==> src/rtl/scr_pkg.sv <==
package scr_pkg;
  typedef enum logic [1:0] {
    PH_FIRST  = 2'd0,
    PH_SECOND = 2'd1,
    PH_LATER  = 2'd2
  } phase_e;
endpackage

==> src/rtl/scr_phase_ctr.sv <==
module scr_phase_ctr
  import scr_pkg::*;
#(
  parameter int CNT_W = 2
) (
  input  logic   clk,
  input  logic   rst,
  input  logic   adv,
  input  logic   restart,
  output phase_e phase
);
  localparam logic [CNT_W-1:0] CNT_MAX = {CNT_W{1'b1}};
  localparam logic [CNT_W-1:0] CNT_ONE = CNT_W'(1);

  logic [CNT_W-1:0] cnt;

  always_ff @(posedge clk) begin
    if (rst) begin
      cnt <= '0;
    end else if (adv) begin
      if (restart)             cnt <= CNT_ONE;
      else if (cnt != CNT_MAX) cnt <= cnt + CNT_ONE;
    end
  end

  always_comb begin
    if (restart || cnt == '0) phase = PH_FIRST;
    else if (cnt == CNT_ONE)  phase = PH_SECOND;
    else                      phase = PH_LATER;
  end

  // idle cycles leave the stream position untouched
  assert_cnt_hold_R7: assert property (@(posedge clk) disable iff (rst)
    !adv |=> $stable(cnt));
  // a restart with a valid byte makes the next byte the second
  assert_restart_pos_R8: assert property (@(posedge clk) disable iff (rst)
    (adv && restart) |=> (cnt == CNT_ONE));
  // once a byte is accepted the position never reads as "no bytes"
  assert_cnt_nonzero_R6: assert property (@(posedge clk) disable iff (rst)
    adv |=> (cnt != '0));
endmodule

==> src/rtl/scr_history.sv <==
module scr_history #(
  parameter int W = 8
) (
  input  logic         clk,
  input  logic         rst,
  input  logic         adv,
  input  logic         clear,
  input  logic [W-1:0] cur_in,
  input  logic [W-1:0] cur_out,
  output logic [W-1:0] prev_in,
  output logic [W-1:0] last_out,
  output logic [W-1:0] prior_out
);
  always_ff @(posedge clk) begin
    if (rst) begin
      prev_in   <= '0;
      last_out  <= '0;
      prior_out <= '0;
    end else if (adv) begin
      prev_in   <= cur_in;
      last_out  <= cur_out;
      prior_out <= clear ? '0 : last_out;
    end
  end

  // history is frozen while no byte is offered
  assert_hist_hold_R7: assert property (@(posedge clk) disable iff (rst)
    !adv |=> ($stable(prev_in) && $stable(last_out) && $stable(prior_out)));
  // the older output slot receives what the newer slot held
  assert_hist_shift_R6: assert property (@(posedge clk) disable iff (rst)
    (adv && !clear) |=> (prior_out == $past(last_out)));
endmodule

==> src/rtl/scr_mix.sv <==
module scr_mix
  import scr_pkg::*;
#(
  parameter int W = 8
) (
  input  phase_e         phase,
  input  logic [W-1:0]   cur_in,
  input  logic [3*W-1:0] key,
  input  logic [W-1:0]   prev_in,
  input  logic [W-1:0]   last_out,
  input  logic [W-1:0]   prior_out,
  output logic [W-1:0]   mixed
);
  logic [W-1:0] k_hi, k_mid, k_lo, masked_prev, chain;
  logic         hit;

  assign k_hi        = key[3*W-1 -: W];
  assign k_mid       = key[2*W-1 -: W];
  assign k_lo        = key[W-1:0];
  assign hit         = (cur_in >= k_hi);
  assign masked_prev = prev_in ^ k_mid;

  always_comb begin
    unique case (phase)
      PH_FIRST:  chain = hit ? k_hi : k_mid;
      PH_SECOND: chain = masked_prev ^ (hit ? last_out : k_lo);
      default:   chain = masked_prev ^ (hit ? last_out : prior_out);
    endcase
    mixed = (phase == PH_FIRST) ? (cur_in ^ chain) : chain;
  end
endmodule

==> src/rtl/byte_chain_scrambler.sv <==
module byte_chain_scrambler
  import scr_pkg::*;
#(
  parameter int DATA_W = 8,
  parameter int CNT_W  = 2
) (
  input  logic                clk,
  input  logic                rst,
  input  logic                in_valid,
  input  logic                in_sos,
  input  logic [DATA_W-1:0]   in_byte,
  input  logic [3*DATA_W-1:0] key,
  output logic                out_valid,
  output logic [DATA_W-1:0]   out_byte
);
  localparam int KEY_W = 3 * DATA_W;

  phase_e            phase;
  logic              restart;
  logic [DATA_W-1:0] prev_in, last_out, prior_out, mixed;

  assign restart = in_valid && in_sos;

  scr_phase_ctr #(.CNT_W(CNT_W)) u_ctr (
    .clk(clk), .rst(rst), .adv(in_valid), .restart(restart), .phase(phase)
  );

  scr_history #(.W(DATA_W)) u_hist (
    .clk(clk), .rst(rst), .adv(in_valid), .clear(restart),
    .cur_in(in_byte), .cur_out(mixed),
    .prev_in(prev_in), .last_out(last_out), .prior_out(prior_out)
  );

  scr_mix #(.W(DATA_W)) u_mix (
    .phase(phase), .cur_in(in_byte), .key(key), .prev_in(prev_in),
    .last_out(last_out), .prior_out(prior_out), .mixed(mixed)
  );

  always_ff @(posedge clk) begin
    if (rst) begin
      out_valid <= 1'b0;
      out_byte  <= '0;
    end else begin
      out_valid <= in_valid;
      if (in_valid) out_byte <= mixed;
    end
  end

  // valid flag is the input strobe one cycle late
  assert_valid_lag_R2: assert property (@(posedge clk) disable iff (rst)
    $past(!rst) |-> (out_valid == $past(in_valid)));
  // output byte holds across idle cycles
  assert_idle_hold_R7: assert property (@(posedge clk) disable iff (rst)
    !in_valid |=> $stable(out_byte));
  // first byte of a restarted stream, hit case (R3 equality included)
  assert_first_hit_R4: assert property (@(posedge clk) disable iff (rst)
    (restart && in_byte >= key[KEY_W-1 -: DATA_W])
      |=> (out_byte == ($past(in_byte) ^ $past(key[KEY_W-1 -: DATA_W]))));
  // first byte of a restarted stream, miss case
  assert_first_miss_R4: assert property (@(posedge clk) disable iff (rst)
    (restart && in_byte < key[KEY_W-1 -: DATA_W])
      |=> (out_byte == ($past(in_byte) ^ $past(key[2*DATA_W-1 -: DATA_W]))));
endmodule

==> config.mk <==
export PLATFORM = sky130hd
export DESIGN_NAME = byte_chain_scrambler
export DESIGN_NICKNAME = d
export VERILOG_FILES = /design/src/rtl/scr_pkg.sv /design/src/rtl/scr_phase_ctr.sv /design/src/rtl/scr_history.sv /design/src/rtl/scr_mix.sv /design/src/rtl/byte_chain_scrambler.sv
export SDC_FILE = /design/constraint.sdc
export NUM_CORES = 1
export LEC_CHECK = 0
export CAP_MARGIN = 20
export CORE_MARGIN = 1.5
export CORE_UTILIZATION = 45
export DETAILED_ROUTE_END_ITERATION = 10
export PLACE_DENSITY_LB_ADDON = 0.1
export SYNTH_ARGS = -nofsm -noshare
export SYNTH_HDL_FRONTEND = slang
export SYNTH_SLANG_ARGS = --single-unit
==> constraint.sdc <==
create_clock -name clk -period 2.29 [get_ports clk]
set_input_delay 0.458 -clock clk [delete_from_list [all_inputs] [get_ports clk]]
set_output_delay 0.458 -clock clk [all_outputs]
set_load 0.005 [all_outputs]
==> out/results.md, run 1 <==
| Group | Quantity | This run |
| --- | --- | --- |
| pwr | Switching portion of total power | 29.4% |
| floorplanning | Die X-Extent | 67.3 um |
| sta | Unrepaired setup endpoints after global routing | false |
| sta | TNS Setup | 0 ns |
| place | Setup Slack @ Placement | -0.496 ns |
| setup path | Dominant cell type by count on the critical path | mux2i_1 |
| clock tree | CTS H-tree depth | 1 |
| final layout | Commonest cells after routing, fill and taps aside | clkdlybuf4s50_1 (29), mux2i_1 (28), dfxtp_1 (27) |
| place | Detailed placement HPWL | 2910 um |
| pwr | Part of the total power dissipated in sequential elements | 42.8% |
| final layout | Final std cell area, no fill | 2640 um2 |
| synth | Mean area per synthesized cell | 9.32 um2 |
| sta | Highest achievable clock rate | 0.454 GHz |
| drt | Ratio of routed vias to standard cells | 5.02 |
| pwr | Power Internal | 869 uW |
| status | Run status | complete, no violations |
| hold path | Hold WC Path Type | input pin to register |
| setup path | Peak fanout along the critical path | 4 |
| place | GPL Wtd Cong | 0.751 |
| pwr | Clk pwr share | 23.4% |
| setup path | CP max-delay cell | clkdlybuf4s50_1 |
| setup path | Category of cells accounting for the largest share of critical-path delay | buffers and inverters |
| sta | Smallest setup slack after layout | 0.0897 ns |
| clock tree | Insertion delay of the later-clocked pin in the worst-skew pair | 0.28 ns |
| synth | Count of different cell masters after synthesis | 26 |
| place | Placed cell count | 301 |
| grt | Largest net degree at the start of global routing | 38 |
| sta | Worst relative slew slack | 73.5% |
| floorplanning | Die Height | 67.3 um |
| sta | Worst-margin pin slew | 0.398 ns |
| clock tree | Number of buffers created by CTS | 3 |
| sta | Period minus WS final | 2.20 ns |
| place | Input/output buffers | 44 |
| pwr | Comb pwr share | 33.8% |
| drt | Drt first pass iters | 4 |
| setup path | Data required time of the critical path | 2.46 ns |
| place | Placed cell areas | 2490 um2 |
| synth | Yosys warning count | 0 |
| pwr | Power density normalized to cell area | 466 nW/um2 |
| job | Number of maximum-capacitance constraint violations | 0 |
| setup path | Cell breakdown of the critical path | clkdlybuf4s50_1 -> ha_4 -> a2111oi_4 -> o31ai_4 -> buf_4 -> mux2i_1 -> mux2i_1 -> a211oi_1 |
| synth | Share of synthesized area occupied by flip-flops and latches | 29.0% |
| synth | Top cell type's share of synthesized area | 29.0% |
| setup path | Critical path buffer and inverter count | 2 |
| sta | Final slew viol count | 0 |
| final layout | Sequential cell area in the final layout | 541 um2 |
| synth | Cell taking the most area after synthesis | dfxtp_1 |
| floorplanning | Initial cell density of the core | 46.6% |
| sta | Total count of hold-check failures in the final report | 0 |
| final layout | Fill cells | 349 |
| setup path | Arrival time at the worst endpoint | 2.37 ns |
| sta | Hold slack final | 0.445 ns |
| grt | Total routing resource utilization after global routing | 18.8% |
| grt | First-pass GRT wire length | 6550 um |
| drt | Routed length per instance | 13.2 um |
| synth | Syn Inst Count | 200 |
| final layout | Fraction of final layout cells sized beyond drive strength 1 | 16.9% |
| pwr | Final total power | 1.23 mW |
| final layout | Number of non-filler instances in the completed layout | 305 |
| clock tree | Clock sink count | 27 |
| sta | Endpoints failing setup | 0 |
| grt | Global route overflow | 0 |
| synth | Synth area leaders | dfxtp_1 (29%), mux2i_1 (17%), xnor2_1 (7.5%) |
| grt | Vias in the first global route | 1,391 |
| drt | Drc violations | 0 |
| pwr | Maximum vdd drop | 241 uV |
| floorplanning | Std cell rows | 23 |
| synth | Mapped cell area | 1860 um2 |
| setup path | CP Capture Type | register |
| floorplanning | Die outline area | 4540 um2 |
| pwr | P_sw | 361 uW |
| setup path | Critical path launch point type | input pin |
| clock tree | CTS tree | done |
| drt | Number of violations reported at the end of detailed-routing iteration 0 | 130 |
| setup path | Kind of critical path | input pin to register |
| clock tree | Deepest clock path buffer count | 2 |
| drt | Total vias in the final route | 1,532 |
| synth | Synthesized Nets | 247 |
| setup path | Worst stage delay on the critical path | 0.54 ns |
| final layout | Synth-to-Final Area Change | 41.5% |
| drt | Residual antenna-violating net count after detailed routing | 0 |
| floorplanning | Num ports | 45 |
| final layout | Final net count | 303 |
| final layout | Antenna fix cells | 0 |
| synth | Synthesis-stage register bit count | 27 |
| floorplanning | Placeable core region | 4000 um2 |
| pwr | P_leak | 1.15 nW |
| final layout | Combined area of the multi-input logic cells | 1320 um2 |
| clock tree | Register clock-pin slew on the reported worst setup and hold paths | 0.10 ns |
| sta | Worst setup skew after layout | 0.00782 ns |
| final layout | Final Util | 65.9% |
| clock tree | Hold buffer count at cts | 0 |
| grt | Antenna violations before repair | 0 |
| sta | Period utilisation layout | 96.1% |
| drt | Total length of routed wires | 4020 um |
| clock tree | Root buf cell | clkbuf_8 |
| final layout | Commonest non-fill, non-tap cell in the layout | clkdlybuf4s50_1 |
==> worst paths after layout <==
| path | slack [ns] | endpoint | start | cells past startpoint |
|---|---|---|---|---|
| setup / recovery | 0.09 | u_hist.last_out[1] | in_byte[1] | 8 |
| hold / removal | 0.45 | u_hist.prev_in[0] | in_byte[0] | 3 |
| setup reg to reg | 0.41 | u_hist.last_out[5] | u_ctr.cnt[0] | 8 |
| hold reg to reg | 0.47 | u_hist.prior_out[1] | u_hist.prior_out[1] | 2 |
==> routing by layer <==
layer | track usage, % | routed length [um]
met1 | 28.1 | 2100
met2 | 28.7 | 1770
met3 | 2.00 | 127
met4 | 4.59 | 25
met5 | 0 | 0
==> worst register-to-register path, stage by stage (launching register included) <==
cell and delay [ns]:
dfxtp_1 0.39, inv_1 0.07, ha_1 0.23, nand3b_1 0.20, buf_12 0.16, mux2_2 0.28
mux2i_1 0.18, xnor2_1 0.09, a211oi_1 0.21
==> area by class of cell <==
type | instances | share of cell area (%)
Tap cell | 50 | 2.37
Timing Repair Buffer | 61 | 23.7
Clock buffer | 3 | 1.57
Clock inverter | 1 | 0.190
Inverter | 11 | 1.57
Sequential cell | 27 | 20.5
Multi-Input combinational cell | 152 | 50.1
==> repair_timing <==
item                                    4_1_cts  5_1_grt
resized for setup                            12       19
endpoints found under the hold margin         0        0
pin swaps                                     3        6
endpoints found under the setup margin        8        8
buffers inserted                              0        0
==> registers in the layout, summed over array words and instances, names as in the netlist <==
register,count
u_hist.prior_out,8
u_hist.last_out,8
u_hist.prev_in,8
out_valid,1
u_ctr.cnt,2
==> cell families after synthesis <==
| family | count (synthesis) | synth area share [%] |
|---|---|---|
| AND/OR/NAND/NOR | 50 | 15.1 |
| multiplexers | 40 | 22.0 |
| AO/OA/AOI/OAI | 35 | 14.3 |
| flip-flops | 27 | 29.0 |
| buffers and inverters | 21 | 4.63 |
| XOR/XNOR | 16 | 7.52 |
| adder cells (fa/ha/maj) | 11 | 7.39 |
==> Yosys cell counts <==
cell type and count:
nor3b_1 2, nor2b_1 1, buf_1 1, nand2b_1 15
a211oi_1 8, nand2_1 11, o21ai_0 1, ha_1 11
nor2_1 10, o21a_1 3, mux2i_1 32, buf_6 1
nand2b_4 1, inv_1 11, dfxtp_1 27, o31ai_4 1
a21oi_1 11, nand4_1 1, xnor2_1 16, a2111oi_4 1
clkbuf_1 8, nand3b_1 9, a22oi_1 1, mux2_2 8
a21o_1 1, o21bai_1 8
==> power groups by stage <==
stage               clock [mW]  sequential [mW]  combinational [mW]
floorplan                    0            0.531               0.232
global placement             0            0.535               0.394
detailed placement           0            0.535               0.397
CTS                      0.294            0.525               0.406
global route             0.310            0.531               0.457
finish                   0.288            0.526               0.416
No activity file was read; power rests on OpenSTA's default activity.
==> inputs of run 2 (changes only) <==
--- a/config.mk
+++ b/config.mk
@@ -9,6 +9,7 @@
 export CORE_MARGIN = 1.5
 export CORE_UTILIZATION = 45
 export DETAILED_ROUTE_END_ITERATION = 10
+export HOLD_SLACK_MARGIN = 0.1
 export PLACE_DENSITY_LB_ADDON = 0.1
 export SYNTH_ARGS = -nofsm -noshare
 export SYNTH_HDL_FRONTEND = slang
==> results of run 2 <==
The final DEF is identical to that of run 1; final timing and power are the same.
==> inputs of run 3 (changes only) <==
--- a/config.mk
+++ b/config.mk
@@ -10,7 +10,7 @@
 export CORE_UTILIZATION = 45
 export DETAILED_ROUTE_END_ITERATION = 10
 export HOLD_SLACK_MARGIN = 0.1
-export PLACE_DENSITY_LB_ADDON = 0.1
+export PLACE_DENSITY = 0.77
 export SYNTH_ARGS = -nofsm -noshare
 export SYNTH_HDL_FRONTEND = slang
 export SYNTH_SLANG_ARGS = --single-unit
==> run 3 against run 2 <==
Compared with the run above:
- die area unchanged
- register-to-register slack worse by 0.06 ns
- combinational power up 10%
- count of clock-buffer cells in the layout unchanged
- total power up 2.5%
- sequential power about the same
- global-route usage up 1.3 points
- wire length up 7.9%
- cell count up 3.6%
- highest routed layer unchanged
==> out/results.md, run 3 (synthesis results as in run 1) <==
| Group | Quantity | This run | vs previous |
| --- | --- | --- | --- |
| drt | Total length of routed met2 wires | 2080 um | was 1770 um |
| sta | Highest achievable clock rate | 0.454 GHz | about the same |
| clock tree | Deepest clock path buffer count | 2 | unchanged |
| final layout | Fill cells | 327 | was 349 |
| final layout | Combined area of the multi-input logic cells | 1340 um2 | was 1320 um2 |
| drt | DR top layer | met4 | unchanged |
| final layout | Final net count | 314 | was 303 |
| drt | Total length of routed wires | 4340 um | was 4020 um |
| place | Input/output buffers | 44 | unchanged |
| final layout | Largest registers ranked by flip-flop count | u_hist.last_out: 8 flops, u_hist.prev_in: 8 flops, u_hist.prior_out: 8 flops | unchanged |
| drt | Total met3 wirelength after detailed routing | 188 um | was 127 um |
| floorplanning | Die X-Extent | 67.3 um | unchanged |
| sta | Total count of hold-check failures in the final report | 0 | unchanged |
| pwr | Clk pwr share | 21.9% | was 23.4% |
| grt | Largest net degree at the start of global routing | 38 | unchanged |
| final layout | Commonest cells after routing, fill and taps aside | clkdlybuf4s50_1 (28), dfxtp_1 (27), buf_4 (25) | was clkdlybuf4s50_1 (29), mux2i_1 (28), dfxtp_1 (27) |
| sta | Period minus WS final | 2.20 ns | about the same |
| sta | Final slew viol count | 0 | unchanged |
| drt | Routed length per instance | 13.7 um | was 13.2 um |
| final layout | Fraction of final layout cells sized beyond drive strength 1 | 23.7% | was 16.9% |
| sta | Worst setup skew after layout | 0.00416 ns | was 0.00782 ns |
| grt | First-pass GRT wire length | 6890 um | was 6550 um |
| clock tree | Hold buffer count at cts | 0 | unchanged |
| final layout | Final Util | 67.5% | was 65.9% |
| drt | Number of violations reported at the end of detailed-routing iteration 0 | 78 | was 130 |
| setup path | Arrival time at the worst endpoint | 2.40 ns | was 2.37 ns |
| drt | Drt first pass iters | 4 | unchanged |
| sta | Hold slack final | 0.475 ns | was 0.445 ns |
| sta | Period utilisation layout | 96.1% | about the same |
| sta | TNS Setup | 0 ns | unchanged |
| clock tree | Root buf cell | clkbuf_8 | unchanged |
| grt | Total routing resource utilization after global routing | 20.1% | was 18.8% |
| pwr | Final total power | 1.26 mW | was 1.23 mW |
| floorplanning | Num ports | 45 | unchanged |
| setup path | CP max-delay cell | ha_2 | was clkdlybuf4s50_1 |
| pwr | Switching portion of total power | 29.2% | was 29.4% |
| final layout | Final std cell area, no fill | 2700 um2 | was 2640 um2 |
| drt | Residual antenna-violating net count after detailed routing | 0 | unchanged |
| setup path | Worst stage delay on the critical path | 0.31 ns | was 0.54 ns |
| final layout | Sequential cell area in the final layout | 541 um2 | unchanged |
| sta | Smallest setup slack after layout | 0.0886 ns | was 0.0897 ns |
| floorplanning | Initial cell density of the core | 46.6% | unchanged |
| final layout | Number of non-filler instances in the completed layout | 316 | was 305 |
| final layout | Antenna fix cells | 0 | unchanged |
| grt | Vias in the first global route | 1,470 | was 1,391 |
| drt | Total vias in the final route | 1,603 | was 1,532 |
| place | GPL Wtd Cong | 0.795 | was 0.751 |
| job | Number of maximum-capacitance constraint violations | 0 | unchanged |
| place | Placed cell areas | 2490 um2 | unchanged |
| grt | Antenna violations before repair | 0 | unchanged |
| pwr | Part of the total power dissipated in sequential elements | 41.8% | was 42.8% |
| setup path | CP Capture Type | register | unchanged |
| sta | Worst-margin pin slew | 0.390 ns | was 0.398 ns |
| floorplanning | Die outline area | 4540 um2 | unchanged |
| setup path | Critical path launch point type | input pin | unchanged |
| place | Placed cell count | 306 | was 301 |
| floorplanning | Die Height | 67.3 um | unchanged |
| clock tree | Insertion delay of the later-clocked pin in the worst-skew pair | 0.27 ns | was 0.28 ns |
| floorplanning | Placeable core region | 4000 um2 | unchanged |
| pwr | Maximum vdd drop | 385 uV | was 241 uV |
| drt | Drc violations | 0 | unchanged |
| setup path | Critical path buffer and inverter count | 4 | was 2 |
| hold path | Hold WC Path Type | register to register | was input pin to register |
| setup path | Data required time of the critical path | 2.48 ns | was 2.46 ns |
| setup path | Peak fanout along the critical path | 5 | was 4 |
| floorplanning | Std cell rows | 23 | unchanged |
| drt | DRT met1 WL | 2050 um | was 2100 um |
| pwr | P_leak | 1.15 nW | about the same |
| grt | Global route overflow | 0 | unchanged |
| setup path | Kind of critical path | input pin to register | unchanged |
| clock tree | Clock sink count | 27 | unchanged |
| pwr | Comb pwr share | 36.3% | was 33.8% |
| place | Detailed placement HPWL | 2960 um | was 2910 um |
| pwr | Power density normalized to cell area | 467 nW/um2 | was 466 nW/um2 |
| final layout | Commonest non-fill, non-tap cell in the layout | clkdlybuf4s50_1 | unchanged |
| setup path | Category of cells accounting for the largest share of critical-path delay | compound AO/OA/AOI/OAI gates | was buffers and inverters |
| drt | Ratio of routed vias to standard cells | 5.07 | was 5.02 |
| pwr | P_sw | 368 uW | was 361 uW |
| place | Setup Slack @ Placement | -0.875 ns | was -0.496 ns |
| status | Run status | complete, no violations | unchanged |
| clock tree | CTS tree | done | unchanged |
| clock tree | Number of buffers created by CTS | 3 | unchanged |
| sta | Endpoints failing setup | 0 | unchanged |
| clock tree | CTS H-tree depth | 1 | unchanged |
| pwr | Power Internal | 892 uW | was 869 uW |
| sta | Worst relative slew slack | 74.0% | was 73.5% |
| setup path | Cell breakdown of the critical path | dlygate4sd2_1 -> inv_1 -> ha_2 -> o21a_1 -> nor2_4 -> o31ai_4 -> buf_6 -> buf_8 -> mux2i_4 -> xnor2_1 -> a211oi_1 | was clkdlybuf4s50_1 -> ha_4 -> a2111oi_4 -> o31ai_4 -> buf_4 -> mux2i_1 -> mux2i_1 -> a211oi_1 |
| clock tree | Register clock-pin slew on the reported worst setup and hold paths | 0.10 ns | about the same |
| final layout | Synth-to-Final Area Change | 44.9% | was 41.5% |
## run 3: what timing repair did
item | in CTS | in global routing
gates cloned | 1 | 0
pin swaps | 10 | 11
setup endpoints to repair | 8 | 8
setup buffers | 5 | 2
resized for setup | 30 | 15
## run 3: path summary, 6_finish.rpt
check / startpoint / depth (start not counted) / slack [ns] / end
setup / recovery: key[19] / 11 / 0.09 / u_hist.last_out[4]
hold / removal: u_hist.prior_out[1] / 2 / 0.47 / u_hist.prior_out[1]
setup reg to reg: u_ctr.cnt[0] / 8 / 0.35 / u_hist.last_out[2]
hold reg to reg: u_hist.prior_out[1] / 2 / 0.47 / u_hist.prior_out[1]
## run 3: worst register-to-register path, delay by kind of cell, from the launching register on
family	cells	cell delay (ns)
XOR/XNOR	1	0.10
AND/OR/NAND/NOR	1	0.20
adder cells (fa/ha/maj)	1	0.23
buffers and inverters	2	0.28
AO/OA/AOI/OAI	1	0.18
flip-flops	1	0.40
multiplexers	2	0.49
## run 3: cell type report
type                            instances  area share [%]
Clock inverter                          1           0.185
Sequential cell                        27            20.0
Multi-Input combinational cell        152            49.7
Timing Repair Buffer                   72            24.7
Tap cell                               50            2.32
Inverter                               11            1.53
Clock buffer                            3            1.53
## run 3: per-layer routing
layer	GRT usage, %	up-vias
met5	0	-
met4	3.06	0
met3	4.00	2
met2	33.3	35
met1	27.5	737
li1	-	829
## run 3: power by group through the flow
stage	Clock, mW	Sequential [mW]	Combinational (mW)
2_1_floorplan	0	0.531	0.232
3_3_place_gp	0	0.534	0.386
3_5_place_dp	0	0.534	0.393
4_1_cts	0.285	0.525	0.458
5_1_grt	0.308	0.532	0.493
6_report	0.276	0.527	0.458
